===== config.mk =====
export PLATFORM = sky130hd
export DESIGN_NAME = kick_write_lock
export DESIGN_NICKNAME = d
export VERILOG_FILES = /design/src/rtl/kick_lock_pkg.sv /design/src/rtl/kick_lock_decode.sv /design/src/rtl/kick_lock_seq.sv /design/src/rtl/kick_lock_gate.sv /design/src/rtl/kick_write_lock.sv
export SDC_FILE = /design/constraint.sdc
export NUM_CORES = 1
export LEC_CHECK = 0
export ABC_CLOCK_PERIOD_IN_PS = 2690
export BUFFER_PORTS_ARGS = -buffer_cell sky130_fd_sc_hd__buf_4
export CAP_MARGIN = 20
export CORE_AREA = 3 3 40 42
export CTS_BUF_LIST = sky130_fd_sc_hd__clkbuf_16
export CTS_CLUSTER_SIZE = 14
export DETAILED_ROUTE_END_ITERATION = 16
export DIE_AREA = 0 0 43 45
export PLACE_DENSITY = 0.74
export SLEW_MARGIN = 20
export SYNTH_ARGS = -nofsm -noshare
export SYNTH_HDL_FRONTEND = slang
export SYNTH_HIERARCHICAL = 1
export SYNTH_SLANG_ARGS = --single-unit

===== constraint.sdc =====
create_clock -name clk -period 2.69 [get_ports clk]
set_input_delay 0.1345 -clock clk [delete_from_list [all_inputs] [get_ports clk]]
set_output_delay 0.1345 -clock clk [all_outputs]
set_load 0.05 [all_outputs]

===== src/rtl/kick_lock_pkg.sv =====
package kick_lock_pkg;

    localparam int LK_ADDR_W = 8;
    localparam int LK_DATA_W = 32;

    localparam logic [LK_ADDR_W-1:0] LK_KICK_A_ADDR = 8'h6C;
    localparam logic [LK_ADDR_W-1:0] LK_KICK_B_ADDR = 8'h70;

    localparam logic [LK_DATA_W-1:0] LK_KEY_A = 32'h83E7_0B13;
    localparam logic [LK_DATA_W-1:0] LK_KEY_B = 32'h95A4_F1E0;

    typedef enum logic [1:0] {
        GATE_SHUT  = 2'd0,
        GATE_ARMED = 2'd1,
        GATE_OPEN  = 2'd2
    } gate_state_e;

    typedef struct packed {
        logic kick_a;
        logic kick_b;
        logic prot;
    } wr_class_t;

    function automatic gate_state_e gate_next(
        input gate_state_e cur,
        input wr_class_t   cls,
        input logic        key_a_ok,
        input logic        key_b_ok
    );
        gate_state_e nxt;
        nxt = cur;
        if (cls.kick_a) begin
            nxt = key_a_ok ? GATE_ARMED : GATE_SHUT;
        end else if (cls.kick_b) begin
            if (!key_b_ok) begin
                nxt = GATE_SHUT;
            end else if (cur == GATE_ARMED) begin
                nxt = GATE_OPEN;
            end
        end
        return nxt;
    endfunction

endpackage


===== src/rtl/kick_lock_decode.sv =====
module kick_lock_decode
    import kick_lock_pkg::*;
#(
    parameter int ADDR_W = LK_ADDR_W,
    parameter logic [ADDR_W-1:0] KICK_A = LK_KICK_A_ADDR,
    parameter logic [ADDR_W-1:0] KICK_B = LK_KICK_B_ADDR
) (
    input  logic              wr_en,
    input  logic [ADDR_W-1:0] wr_addr,
    output wr_class_t         cls
);

    logic hit_a;
    logic hit_b;

    assign hit_a = (wr_addr == KICK_A);
    assign hit_b = (wr_addr == KICK_B);

    always_comb begin
        cls.kick_a = wr_en && hit_a;
        cls.kick_b = wr_en && hit_b;
        cls.prot   = wr_en && !hit_a && !hit_b;
    end

endmodule


===== src/rtl/kick_lock_seq.sv =====
module kick_lock_seq
    import kick_lock_pkg::*;
#(
    parameter int DATA_W = LK_DATA_W,
    parameter logic [DATA_W-1:0] KEY_A = LK_KEY_A,
    parameter logic [DATA_W-1:0] KEY_B = LK_KEY_B
) (
    input  logic              clk,
    input  logic              rst,
    input  wr_class_t         cls,
    input  logic [DATA_W-1:0] wr_data,
    output logic              unlocked_o
);

    gate_state_e state_q;
    gate_state_e state_d;
    logic        key_a_ok;
    logic        key_b_ok;

    assign key_a_ok = (wr_data == KEY_A);
    assign key_b_ok = (wr_data == KEY_B);

    always_comb begin
        state_d = gate_next(state_q, cls, key_a_ok, key_b_ok);
    end

    always_ff @(posedge clk) begin
        if (rst) begin
            state_q <= GATE_SHUT;
        end else begin
            state_q <= state_d;
        end
    end

    assign unlocked_o = (state_q == GATE_OPEN);


    open_needs_key_b_chk: assert property (@(posedge clk) disable iff (rst)
        $rose(unlocked_o) |-> $past(cls.kick_b && key_b_ok));


    bad_key_shuts_chk: assert property (@(posedge clk) disable iff (rst)
        ((cls.kick_a && !key_a_ok) || (cls.kick_b && !key_b_ok)) |=> !unlocked_o);


    lone_key_b_chk: assert property (@(posedge clk) disable iff (rst)
        (state_q == GATE_SHUT && cls.kick_b) |=> !unlocked_o);


    hold_without_kick_chk: assert property (@(posedge clk) disable iff (rst)
        (!cls.kick_a && !cls.kick_b) |=> $stable(state_q));

endmodule


===== src/rtl/kick_lock_gate.sv =====
module kick_lock_gate
    import kick_lock_pkg::*;
(
    input  logic      clk,
    input  logic      rst,
    input  wr_class_t cls,
    input  logic      unlocked_i,
    output logic      prot_we_o,
    output logic      violation_o
);

    logic drop;

    assign prot_we_o = cls.prot && unlocked_i;
    assign drop      = cls.prot && !unlocked_i;

    always_ff @(posedge clk) begin
        if (rst) begin
            violation_o <= 1'b0;
        end else if (drop) begin
            violation_o <= 1'b1;
        end
    end


    drop_flags_chk: assert property (@(posedge clk) disable iff (rst)
        drop |=> violation_o);


    violation_sticky_chk: assert property (@(posedge clk) disable iff (rst)
        violation_o |=> violation_o);

endmodule


===== src/rtl/kick_write_lock.sv =====
module kick_write_lock
    import kick_lock_pkg::*;
#(
    parameter int ADDR_W = LK_ADDR_W,
    parameter int DATA_W = LK_DATA_W,
    parameter logic [ADDR_W-1:0] KICK_A = LK_KICK_A_ADDR,
    parameter logic [ADDR_W-1:0] KICK_B = LK_KICK_B_ADDR,
    parameter logic [DATA_W-1:0] KEY_A  = LK_KEY_A,
    parameter logic [DATA_W-1:0] KEY_B  = LK_KEY_B
) (
    input  logic              clk,
    input  logic              rst,
    input  logic              wr_en,
    input  logic [ADDR_W-1:0] wr_addr,
    input  logic [DATA_W-1:0] wr_data,
    output logic              prot_we,
    output logic              unlocked,
    output logic              violation
);

    wr_class_t cls;

    kick_lock_decode #(
        .ADDR_W (ADDR_W),
        .KICK_A (KICK_A),
        .KICK_B (KICK_B)
    ) u_decode (
        .wr_en   (wr_en),
        .wr_addr (wr_addr),
        .cls     (cls)
    );

    kick_lock_seq #(
        .DATA_W (DATA_W),
        .KEY_A  (KEY_A),
        .KEY_B  (KEY_B)
    ) u_seq (
        .clk        (clk),
        .rst        (rst),
        .cls        (cls),
        .wr_data    (wr_data),
        .unlocked_o (unlocked)
    );

    kick_lock_gate u_gate (
        .clk         (clk),
        .rst         (rst),
        .cls         (cls),
        .unlocked_i  (unlocked),
        .prot_we_o   (prot_we),
        .violation_o (violation)
    );


    we_only_when_open_chk: assert property (@(posedge clk) disable iff (rst)
        prot_we |-> unlocked);


    kick_never_passes_chk: assert property (@(posedge clk) disable iff (rst)
        (wr_en && (wr_addr == KICK_A || wr_addr == KICK_B)) |-> !prot_we);


    kick_no_violation_chk: assert property (@(posedge clk) disable iff (rst)
        (wr_en && (wr_addr == KICK_A || wr_addr == KICK_B) && !violation) |=> !violation);

endmodule


==> impl_metrics.py, run 1 <==
metrics = {
    "outcome": {
        "status": "completed",
    },
    "route": {
        "drtIter0Drc": 4,
        "wl_per_cell_um": 12.4,
        "final_routed_wirelength_mm": 1.35,
        "remaining_drc_errors": 0,
        "vias": 562,
        "detailedRoute.firstPassIterationCount": 4,
        "drt.antenna.violating_nets": 0,
        "post_drt_via_cell_ratio": 5.16,
    },
    "timing": {
        "post-route-min-period_ns": 1.43,
        "worst_pin_slew_ns": 0.397,
        "worst_hold_slack_ns": 0.105,
        "finalHoldViolations": 0,
        "slew-limit-headroom_pct": 73.1,
        "grt_setup_unrepaired": "no",
        "finalCritPeriodShare_pct": 53.3,
        "max_freq_ghz": 0.698,
        "fin_setup_tns_ns": 0,
        "final_max_slew_viol_count": 0,
        "finish_stage_setup_viols": 0,
        "skew_ns": 0.00279,
    },
    "global_routing": {
        "grt.overflow.total": 0,
        "grt_antenna_before_repair": 0,
        "maximum_number_of_pins_on_one_net_before_global_route_repair": 5,
        "grt_first_pass_wirelength_mm": 2.03,
        "first_global_vias": 555,
        "track_usage_pct": 13.9,
    },
    "clock_tree": {
        "cts_tree": "built",
        "cts.clk_slew.worst_paths_ns": 0.03,
        "holdBufCountCts": 0,
        "clock_tree.htree_level_count": 1,
        "clock-sinks": 3,
        "clk-insertion-delay-late_ns": 0.22,
        "ctsLongestPathBuffers": 2,
        "cts_resized": 0,
        "number_of_cts_inserted_buffers": 3,
        "cts_post_setup_buffers_inserted": 0,
        "clock-root-buffer": "sky130_fd_sc_hd__clkbuf_16",
    },
    "synth": {
        "library_cell_occupying_the_most_area_in_the_post_synthesis_netlist": "sky130_fd_sc_hd__dfxtp_1",
        "yosys.area_share.xor_xnor_pct": 0,
        "synth_seq_cells": 3,
        "synthTopCellsByArea": "sky130_fd_sc_hd__dfxtp_1, sky130_fd_sc_hd__or4bb_1, sky130_fd_sc_hd__nor3_2",
        "synthCells": 45,
        "ys_warn_count": 6,
        "synth_compound_gate_area_share_pct": 14.5,
        "synth.cell_area_sq_um": 405,
        "synth_nets": 88,
        "yosysUniqueCellTypes": 31,
        "synth.area.mux_share_pct": 0,
        "synth-adder-area-share_pct": 0,
        "synthesis.area_per_instance_sq_um": 9.01,
        "yosysSeqAreaShare_pct": 14.8,
        "synth_top_family_by_area": "simple AND/OR/NAND/NOR gates",
        "area_fraction_in_and_or_nand_and_nor_cells_after_synthesis_pct": 68.8,
        "yosysTopAreaCellShare_pct": 14.8,
    },
    "die": {
        "placeableCoreArea_sq_mm": 0.00128,
        "top_level_ports": 46,
        "die_outline_height_um": 45,
        "die_area_sq_mm": 0.00194,
        "initial_utilization_pct": 31.5,
        "die_width_um": 43,
        "standard_cell_row_count": 13,
    },
    "placed_design": {
        "place.detailed.hpwl_mm": 1.16,
        "portBuffers": 45,
        "gp_congestion": 0.714,
    },
    "final_layout": {
        "regArea_sq_um": 60.1,
        "fillerInstances": 107,
        "final_core_utilization_pct": 65.4,
        "layout.nets": 138,
        "final_layout_size_suffix_gt1_share_pct": 63.8,
        "antennaDiodeCount": 0,
        "area_growth_pct": 107,
        "footprint_of_the_multi_input_gates_sq_um": 338,
    },
    "worst_setup_path": {
        "setup.worst_path.end_class": "register",
        "crit_buf_inv": 1,
        "timing.critical_path.arrival_ns": 1.58,
        "timing.critical_path.slowest_cell_delay_ns": 0.49,
        "top_fanout_value_on_the_critical_path": 3,
        "crit_path_cell_trace": "buf_4, nor2_2, nand4_2, nor3_2, or4bb_1, nor3_1, a32oi_1, o22ai_1",
        "timing.critical_path.from_type": "primary input",
        "worst_path_max_delay_cell": "sky130_fd_sc_hd__or4bb_1",
        "crit_type": "primary input to register",
        "timing.critical_path.max_delay_family": "simple AND/OR/NAND/NOR gates",
        "cp_data_required_time_ns": 2.84,
    },
    "job": {
        "cap_viol_max_count": 0,
    },
    "pwr": {
        "power_per_cell_area_mw_per_mm2": 422,
        "p_leak_nw": 0.384,
        "worst_ir_drop_vdd_uv": 217,
    },
    "worst_hold_path": {
        "timing.hold.worst.class": "primary input to register",
    },
}
==> power breakdown <==
part | internal [mW] | total [mW] | switching [mW] | leakage, nW
registers | 0.0459 | 0.0464 | 0.000508 | 0.0245
logic | 0.0498 | 0.0758 | 0.0259 | 0.317
clock network | 0.192 | 0.232 | 0.0407 | 0.0423
total | 0.287 | 0.355 | 0.0671 | 0.384
==> layout by cell type (no fill, tap or decap), drive strengths merged <==
cell / n
nand2b: 2
a41oi: 1
and4: 1
inv: 3
dfxtp: 3
nor3: 5
clkbuf: 3
nand2: 3
a2111oi: 1
nor2: 2
or4bb: 3
nor4: 1
nor4bb: 2
a21oi: 2
nor2b: 3
and2: 1
nand4b: 3
nor4b: 1
nand3: 1
nand4: 2
a32oi: 1
or4b: 2
and3: 1
buf: 45
o22ai: 2
==> cells in the mapped netlist <==
| library cell | n |
|---|---|
| sky130_fd_sc_hd__nor4b_1 | 1 |
| sky130_fd_sc_hd__nand4b_1 | 3 |
| sky130_fd_sc_hd__and2_2 | 1 |
| sky130_fd_sc_hd__nor3_2 | 3 |
| sky130_fd_sc_hd__and3_1 | 1 |
| sky130_fd_sc_hd__nor2_1 | 1 |
| sky130_fd_sc_hd__nand2b_1 | 1 |
| sky130_fd_sc_hd__nor2b_4 | 1 |
| sky130_fd_sc_hd__a21oi_2 | 1 |
| sky130_fd_sc_hd__or4b_4 | 1 |
| sky130_fd_sc_hd__nand2_1 | 3 |
| sky130_fd_sc_hd__or4bb_1 | 3 |
| sky130_fd_sc_hd__a2111oi_2 | 1 |
| sky130_fd_sc_hd__dfxtp_1 | 3 |
| sky130_fd_sc_hd__nor4bb_1 | 2 |
| sky130_fd_sc_hd__nor2_2 | 1 |
| sky130_fd_sc_hd__a41oi_1 | 1 |
| sky130_fd_sc_hd__a21oi_1 | 1 |
| sky130_fd_sc_hd__or4b_1 | 1 |
| sky130_fd_sc_hd__nor3_4 | 1 |
| sky130_fd_sc_hd__nand3_1 | 1 |
| sky130_fd_sc_hd__o22ai_1 | 2 |
| sky130_fd_sc_hd__a32oi_1 | 1 |
| sky130_fd_sc_hd__nor4_1 | 1 |
| sky130_fd_sc_hd__nand2b_2 | 1 |
| sky130_fd_sc_hd__nand4_2 | 1 |
| sky130_fd_sc_hd__nand4_1 | 1 |
| sky130_fd_sc_hd__nor2b_1 | 2 |
| sky130_fd_sc_hd__inv_1 | 2 |
| sky130_fd_sc_hd__and4_1 | 1 |
| sky130_fd_sc_hd__nor3_1 | 1 |
==> flip-flops by register name (all words and copies together) (netlist names) <==
register / flops
u_seq/state_q: 2
u_gate/violation_o: 1
==> through the flow <==
step                setup WS, ns  power [mW]  cell area (sq um)  cells
global route                1.17       0.369                841    109
CTS                         1.25       0.359                841    109
global placement            1.05       0.122                762    105
floorplan                   1.02      0.0667                405     45
detailed placement         0.994       0.123                762    105
finish                      1.26       0.355                841    109
==> cell type report <==
cell class                 instances  area share, %
tap                               15           2.23
clock buffer                       3           8.93
timing repair buffer              45           40.2
multi-input combinational         40           40.2
clock inverter                     1          0.446
sequential                         3           7.14
inverter                           2          0.893
==> worst reg2reg max path, cell delays in order, from the launching register on <==
cell                      delay [ns]
sky130_fd_sc_hd__dfxtp_1        0.32
sky130_fd_sc_hd__and3_1         0.15
sky130_fd_sc_hd__a32oi_1        0.18
sky130_fd_sc_hd__o22ai_1        0.10
==> routing by layer <==
| metal | up-vias | global-route usage [%] | part of all wire [%] | routed length (um) |
|---|---|---|---|---|
| met1 | 252 | 13.4 | 38 | 515 |
| met3 | 0 | 3.19 | 5.9 | 79 |
| met4 | 0 | 7.23 | 0 | 0 |
| met2 | 23 | 27.2 | 56 | 754 |
| li1 | 287 | - | - | - |
| met5 | - | 0 | 0 | 0 |
==> path summary, 6_finish.rpt <==
check                                   from                         endpoint  cells past startpoint  slack, ns
max                               wr_addr[1]    u_seq/state_q[0]$_SDFFE_PP0P_                      8       1.26
min                                      rst  u_gate/violation_o$_SDFFE_PP0P_                      2       0.11
max reg2reg    u_seq/state_q[0]$_SDFFE_PP0P_    u_seq/state_q[0]$_SDFFE_PP0P_                      3       1.81
min reg2reg  u_gate/violation_o$_SDFFE_PP0P_  u_gate/violation_o$_SDFFE_PP0P_                      2       0.46
==> cells by family after synthesis <==
family | Yosys count
AND/OR/NAND/NOR | 33
AO/OA/AOI/OAI | 7
flip-flops | 3
buffers and inverters | 2
No activity file was read; power rests on OpenSTA's default activity.
==> inputs of run 2 (changes only) <==
--- a/config.mk
+++ b/config.mk
@@ -5,15 +5,15 @@
 export SDC_FILE = /design/constraint.sdc
 export NUM_CORES = 1
 export LEC_CHECK = 0
-export ABC_CLOCK_PERIOD_IN_PS = 2690
+export ABC_CLOCK_PERIOD_IN_PS = 1200
 export BUFFER_PORTS_ARGS = -buffer_cell sky130_fd_sc_hd__buf_4
 export CAP_MARGIN = 20
-export CORE_AREA = 3 3 40 42
+export CORE_MARGIN = 3
+export CORE_UTILIZATION = 29
 export CTS_BUF_LIST = sky130_fd_sc_hd__clkbuf_16
 export CTS_CLUSTER_SIZE = 14
 export DETAILED_ROUTE_END_ITERATION = 16
-export DIE_AREA = 0 0 43 45
-export PLACE_DENSITY = 0.74
+export PLACE_DENSITY = 0.73
 export SLEW_MARGIN = 20
 export SYNTH_ARGS = -nofsm -noshare
 export SYNTH_HDL_FRONTEND = slang
==> constraint.sdc (replaced) <==
create_clock -name clk -period 1.2 [get_ports clk]
set_input_delay 0.06 -clock clk [delete_from_list [all_inputs] [get_ports clk]]
set_output_delay 0.06 -clock clk [all_outputs]
set_load 0.05 [all_outputs]
==> impl_metrics.py, run 2 (same netlist as run 1, synthesis figures left out) <==
metrics = {
    "outcome": {
        "status": "completed",
    },
    "pwr": {
        "p_leak_nw": 0.424,
        "total_power_uw": 803,
        "power_per_cell_area_mw_per_mm2": 872,
        "worst_ir_drop_vdd_uv": 935,
    },
    "job": {
        "cap_viol_max_count": 0,
    },
    "timing": {
        "final_max_slew_viol_count": 0,
        "max_freq_ghz": 0.838,
        "grt_setup_unrepaired": "yes",
        "finish_stage_setup_viols": 0,
        "finalHoldViolations": 0,
        "slew-limit-headroom_pct": 75.8,
        "worst_pin_slew_ns": 0.358,
        "skew_ns": 0.00113,
        "post-route-min-period_ns": 1.19,
        "finalCritPeriodShare_pct": 99.4,
    },
    "final_layout": {
        "final_cells": 113,
        "area_growth_pct": 127,
        "layout_commonest_cell": "sky130_fd_sc_hd__buf_4",
        "final_layout_size_suffix_gt1_share_pct": 67.7,
        "top_regs": "u_seq/state_q x2, u_gate/violation_o x1",
        "registers.top_by_ff_count": "u_seq/state_q",
        "layout.nets": 143,
        "largest_register_ffs": 2,
        "antennaDiodeCount": 0,
    },
    "clock_tree": {
        "clock-root-buffer": "sky130_fd_sc_hd__clkbuf_16",
        "cts.clk_slew.worst_paths_ns": 0.03,
        "holdBufCountCts": 0,
        "clock_tree.htree_level_count": 1,
        "ctsLongestPathBuffers": 2,
        "cts_tree": "built",
        "clock-sinks": 3,
        "number_of_cts_inserted_buffers": 3,
        "clk-insertion-delay-late_ns": 0.22,
    },
    "route": {
        "detailedRoute.firstPassIterationCount": 4,
        "post_drt_via_cell_ratio": 5.12,
        "drt.antenna.violating_nets": 0,
        "vias": 579,
        "final_routed_wirelength_mm": 1.40,
        "wl_per_cell_um": 12.4,
        "drtIter0Drc": 3,
        "remaining_drc_errors": 0,
    },
    "worst_setup_path": {
        "cp_data_required_time_ns": 1.32,
        "crit_type": "primary input to register",
        "reg2reg_depth": 2,
        "timing.critical_path.arrival_ns": 1.31,
        "timing.critical_path.from_type": "primary input",
        "ff2ff_setup_slack_ns": 0.29,
        "worstReg2RegEnd": "u_seq/state_q[1]$_SDFFE_PP0P_",
        "setup.worst_path.end_class": "register",
        "top_fanout_value_on_the_critical_path": 2,
        "critical_path.reg2reg.startpoint": "u_seq/state_q[0]$_SDFFE_PP0P_",
    },
    "placed_design": {
        "gp_congestion": 0.753,
        "place.detailed.hpwl_mm": 1.16,
        "portBuffers": 45,
        "dpl.cell_count": 108,
    },
    "worst_hold_path": {
        "worst_hold_path.endpoint": "u_gate/violation_o$_SDFFE_PP0P_",
        "worstHoldStart": "rst",
        "timing.hold.worst.class": "primary input to register",
        "hold_path_depth": 2,
    },
    "die": {
        "top_level_ports": 46,
        "standard_cell_row_count": 12,
        "die_outline_height_um": 43.4,
        "die_area_sq_mm": 0.00188,
        "placeableCoreArea_sq_mm": 0.00120,
        "initial_utilization_pct": 33.8,
        "die_width_um": 43.4,
    },
    "global_routing": {
        "gr-usage-met2_pct": 28.3,
        "first_global_vias": 600,
        "grt_first_pass_wirelength_mm": 2.29,
        "grt.overflow.total": 0,
        "grt_antenna_before_repair": 0,
        "grt_util_met3_pct": 4.56,
        "grt_busiest_layer": "met2",
        "maximum_number_of_pins_on_one_net_before_global_route_repair": 5,
        "track_usage_pct": 15.2,
        "grt_use_met1_pct": 18.1,
    },
}
## run 2: where the power goes
group / total (mW) / switching, mW / internal, mW
Sequential: 0.104 / 0.00100 / 0.103
Combinational: 0.185 / 0.0642 / 0.120
Clock: 0.514 / 0.0853 / 0.429
Total: 0.803 / 0.150 / 0.653
## run 2: metal layers
metal | vias up | part of all wire (%)
met5 | - | 0
met4 | 0 | 0
met1 | 259 | 39
li1 | 293 | -
met3 | 0 | 9.0
met2 | 27 | 52
## run 2: layout make-up
class                           count  area [sq um]
Inverter                            2          7.51
Timing Repair Buffer               50           387
Sequential cell                     3          60.1
Clock inverter                      1          3.75
Fill cell                          84           280
Tap cell                           14          17.5
Multi-Input combinational cell     40           370
Clock buffer                        3          75.1
## run 2: how the worst max path moves through the flow
stage	from	to	slack, ns	depth (start not counted)
detailed placement	wr_addr[1]	u_seq/state_q[0]$_SDFFE_PP0P_	-0.31	8
global placement	wr_addr[1]	u_seq/state_q[0]$_SDFFE_PP0P_	-0.33	8
floorplan	wr_addr[5]	u_seq/state_q[0]$_SDFFE_PP0P_	-0.13	7
global route	wr_addr[1]	u_seq/state_q[0]$_SDFFE_PP0P_	-0.07	8
CTS	wr_addr[1]	u_seq/state_q[0]$_SDFFE_PP0P_	-0.0007	8
finish	wr_data[17]	u_seq/state_q[1]$_SDFFE_PP0P_	0.007	5
## run 2: repair_timing
item                       CTS  global route
pin swaps                    5             0
buffers inserted             1             0
gates resized for setup      3             4
setup endpoints to repair    2             3
## run 2: critical path, cell delays in order
cell and delay, ns:
sky130_fd_sc_hd__buf_4 0.11, sky130_fd_sc_hd__or4b_4 0.54, sky130_fd_sc_hd__nor3_4 0.20, sky130_fd_sc_hd__nand3_1 0.11
sky130_fd_sc_hd__a2111oi_2 0.28
## run 2: stage by stage
stage                     util, %  hold slack (ns)   TNS [ns]  cell area (sq um)  setup slack (ns)
final                        76.7           0.0311          0                921           0.00724
after global routing         76.7           0.0439     -0.136                921           -0.0735
after CTS                    75.3           0.0319  -0.000726                905         -0.000726
after detailed placement     66.5            0.261     -0.564                798            -0.309
after global placement       66.5            0.261     -0.571                798            -0.330
after floorplan                 -            0.122     -0.318                413            -0.134
==> inputs of run 3 (changes only) <==
--- a/config.mk
+++ b/config.mk
@@ -14,6 +14,8 @@
 export CTS_CLUSTER_SIZE = 14
 export DETAILED_ROUTE_END_ITERATION = 16
 export PLACE_DENSITY = 0.73
+export RECOVER_POWER = 25
+export REMOVE_ABC_BUFFERS = 1
 export SLEW_MARGIN = 20
 export SYNTH_ARGS = -nofsm -noshare
 export SYNTH_HDL_FRONTEND = slang
==> impl_metrics.py, run 3 (same netlist as run 1, synthesis figures left out) <==
metrics = {
    "clock_tree": {
        "clock_tree.htree_level_count": 1,
        "number_of_cts_inserted_buffers": 3,
        "holdBufCountCts": 0,
        "cts_tree": "built",
        "clock-root-buffer": "sky130_fd_sc_hd__clkbuf_16",
        "ctsLongestPathBuffers": 2,
        "clock-sinks": 3,
        "cts.clk_slew.worst_paths_ns": 0.03,
        "clk-insertion-delay-late_ns": 0.22,
    },
    "final_layout": {
        "final_core_utilization_pct": 81.9,
        "layout.nets": 147,
        "antennaDiodeCount": 0,
        "fillerInstances": 86,
        "mostFrequentLayoutCells": "sky130_fd_sc_hd__buf_4, sky130_fd_sc_hd__buf_6",
        "final_layout_size_suffix_gt1_share_pct": 72.8,
        "layout_commonest_cell": "sky130_fd_sc_hd__buf_4",
        "top_regs": "u_seq/state_q x2, u_gate/violation_o x1",
        "largest_register_ffs": 2,
        "area_growth_pct": 143,
        "registers.top_by_ff_count": "u_seq/state_q",
    },
    "placed_design": {
        "place.detailed.hpwl_mm": 1.31,
        "gp_congestion": 0.765,
        "portBuffers": 45,
    },
    "worst_hold_path": {
        "timing.hold.worst.class": "primary input to register",
    },
    "timing": {
        "max_freq_ghz": 0.834,
        "grt_setup_unrepaired": "yes",
        "final_max_slew_viol_count": 0,
        "post-route-min-period_ns": 1.20,
        "finalHoldViolations": 0,
        "skew_ns": 0.00327,
        "fin_setup_tns_ns": 0,
        "worst_hold_slack_ns": 0.128,
        "slew-limit-headroom_pct": 75.4,
        "finalCritPeriodShare_pct": 99.9,
        "finish_stage_setup_viols": 0,
        "worst_pin_slew_ns": 0.366,
    },
    "die": {
        "die_area_sq_mm": 0.00188,
        "die_outline_height_um": 43.4,
        "top_level_ports": 46,
        "placeableCoreArea_sq_mm": 0.00120,
        "die_width_um": 43.4,
        "standard_cell_row_count": 12,
        "initial_utilization_pct": 33.8,
    },
    "route": {
        "wl_per_cell_um": 15.2,
        "remaining_drc_errors": 0,
        "drtIter0Drc": 13,
        "final_routed_wirelength_mm": 1.77,
        "detailedRoute.firstPassIterationCount": 4,
        "drt.antenna.violating_nets": 0,
        "post_drt_via_cell_ratio": 5.33,
        "vias": 624,
    },
    "worst_setup_path": {
        "timing.critical_path.max_delay_family": "simple AND/OR/NAND/NOR gates",
        "timing.critical_path.depth": 8,
        "top_fanout_value_on_the_critical_path": 2,
        "crit_path_cell_trace": "buf_6, nor2b_4, nand4_4, nor3_2, or4bb_1, nor3_1, a32oi_1, o22ai_1",
        "ff2ff_setup_slack_ns": 0.28,
        "critical_path.reg2reg.startpoint": "u_seq/state_q[0]$_SDFFE_PP0P_",
        "crit_buf_inv": 1,
        "reg2reg_depth": 2,
        "worst_path_max_delay_cell": "sky130_fd_sc_hd__or4bb_1",
        "worstReg2RegEnd": "u_seq/state_q[1]$_SDFFE_PP0P_",
        "cp_data_required_time_ns": 1.35,
        "timing.critical_path.slowest_cell_delay_ns": 0.40,
        "worst_setup_path_endpoint": "u_seq/state_q[0]$_SDFFE_PP0P_",
        "startpoint": "wr_addr[7]",
        "timing.critical_path.arrival_ns": 1.35,
        "setup.worst_path.end_class": "register",
        "timing.critical_path.from_type": "primary input",
        "crit_type": "primary input to register",
    },
    "outcome": {
        "status": "completed",
    },
    "job": {
        "cap_viol_max_count": 0,
    },
    "pwr": {
        "pwr-share-clk_pct": 62.9,
        "power_switching_share_pct": 20.4,
        "power_per_cell_area_mw_per_mm2": 847,
        "worst_ir_drop_vdd_uv": 491,
        "p_leak_nw": 0.447,
        "power.switching_uw": 170,
        "comb_power_share_pct": 24.6,
        "p_int_uw": 663,
        "total_power_uw": 833,
        "flop_pwr_share_pct": 12.5,
    },
    "global_routing": {
        "grt.overflow.total": 0,
        "maximum_number_of_pins_on_one_net_before_global_route_repair": 5,
        "first_global_vias": 643,
        "grt_antenna_before_repair": 0,
        "track_usage_pct": 18.3,
        "grt_first_pass_wirelength_mm": 2.59,
    },
}
-- run 3: cell type report --
type,instances,area (sq um),area share (%)
timing repair buffer,54,418,42.5
inverter,2,7.51,0.763
clock buffer,3,75.1,7.63
clock inverter,1,3.75,0.382
sequential,3,60.1,6.11
multi-input combinational,40,402,40.8
tap,14,17.5,1.78
-- run 3: power by group through the flow --
stage,Clock (mW),Combinational (mW),Sequential (mW)
2_1_floorplan,0,0.0358,0.114
3_3_place_gp,0,0.180,0.105
3_5_place_dp,0,0.184,0.105
4_1_cts,0.531,0.192,0.104
5_1_grt,0.543,0.220,0.104
6_report,0.524,0.205,0.104
-- run 3: how the worst min path moves through the flow --
stage,from,to,slack [ns],depth (start not counted)
finish,rst,u_gate/violation_o$_SDFFE_PP0P_,0.13,3
detailed placement,rst,u_gate/violation_o$_SDFFE_PP0P_,0.35,3
global route,rst,u_gate/violation_o$_SDFFE_PP0P_,0.13,3
floorplan,rst,u_gate/violation_o$_SDFFE_PP0P_,0.12,1
global placement,rst,u_gate/violation_o$_SDFFE_PP0P_,0.35,3
CTS,rst,u_gate/violation_o$_SDFFE_PP0P_,0.12,3
-- run 3: worst min-delay path, delay by kind of cell --
family / cells / cell delay, ns
compound gates: 1 / 0.03
buf+inv: 2 / 0.20
-- run 3: metrics by stage --
stage	instance area (sq um)	setup slack, ns	instances
3_3_place_gp	821	-0.297	112
6_report	983	0.000807	117
5_1_grt	983	-0.0894	117
4_1_cts	937	-0.0481	118
2_1_floorplan	405	-0.399	45
3_5_place_dp	821	-0.360	112
-- run 3: layer usage --
layer | up-vias | global-route usage (%) | routed length (um)
met5 | - | 0 | 0
met4 | 0 | 12.0 | 44
met3 | 4 | 3.32 | 98
met1 | 282 | 18.5 | 663
li1 | 301 | - | -
met2 | 37 | 33.6 | 968
-- run 3: timing repair --
| item | in CTS | in global routing |
|---|---|---|
| gates resized for setup | 5 | 9 |
| setup buffers | 2 | 0 |
| setup endpoints to repair | 2 | 3 |
| pin swaps | 9 | 7 |
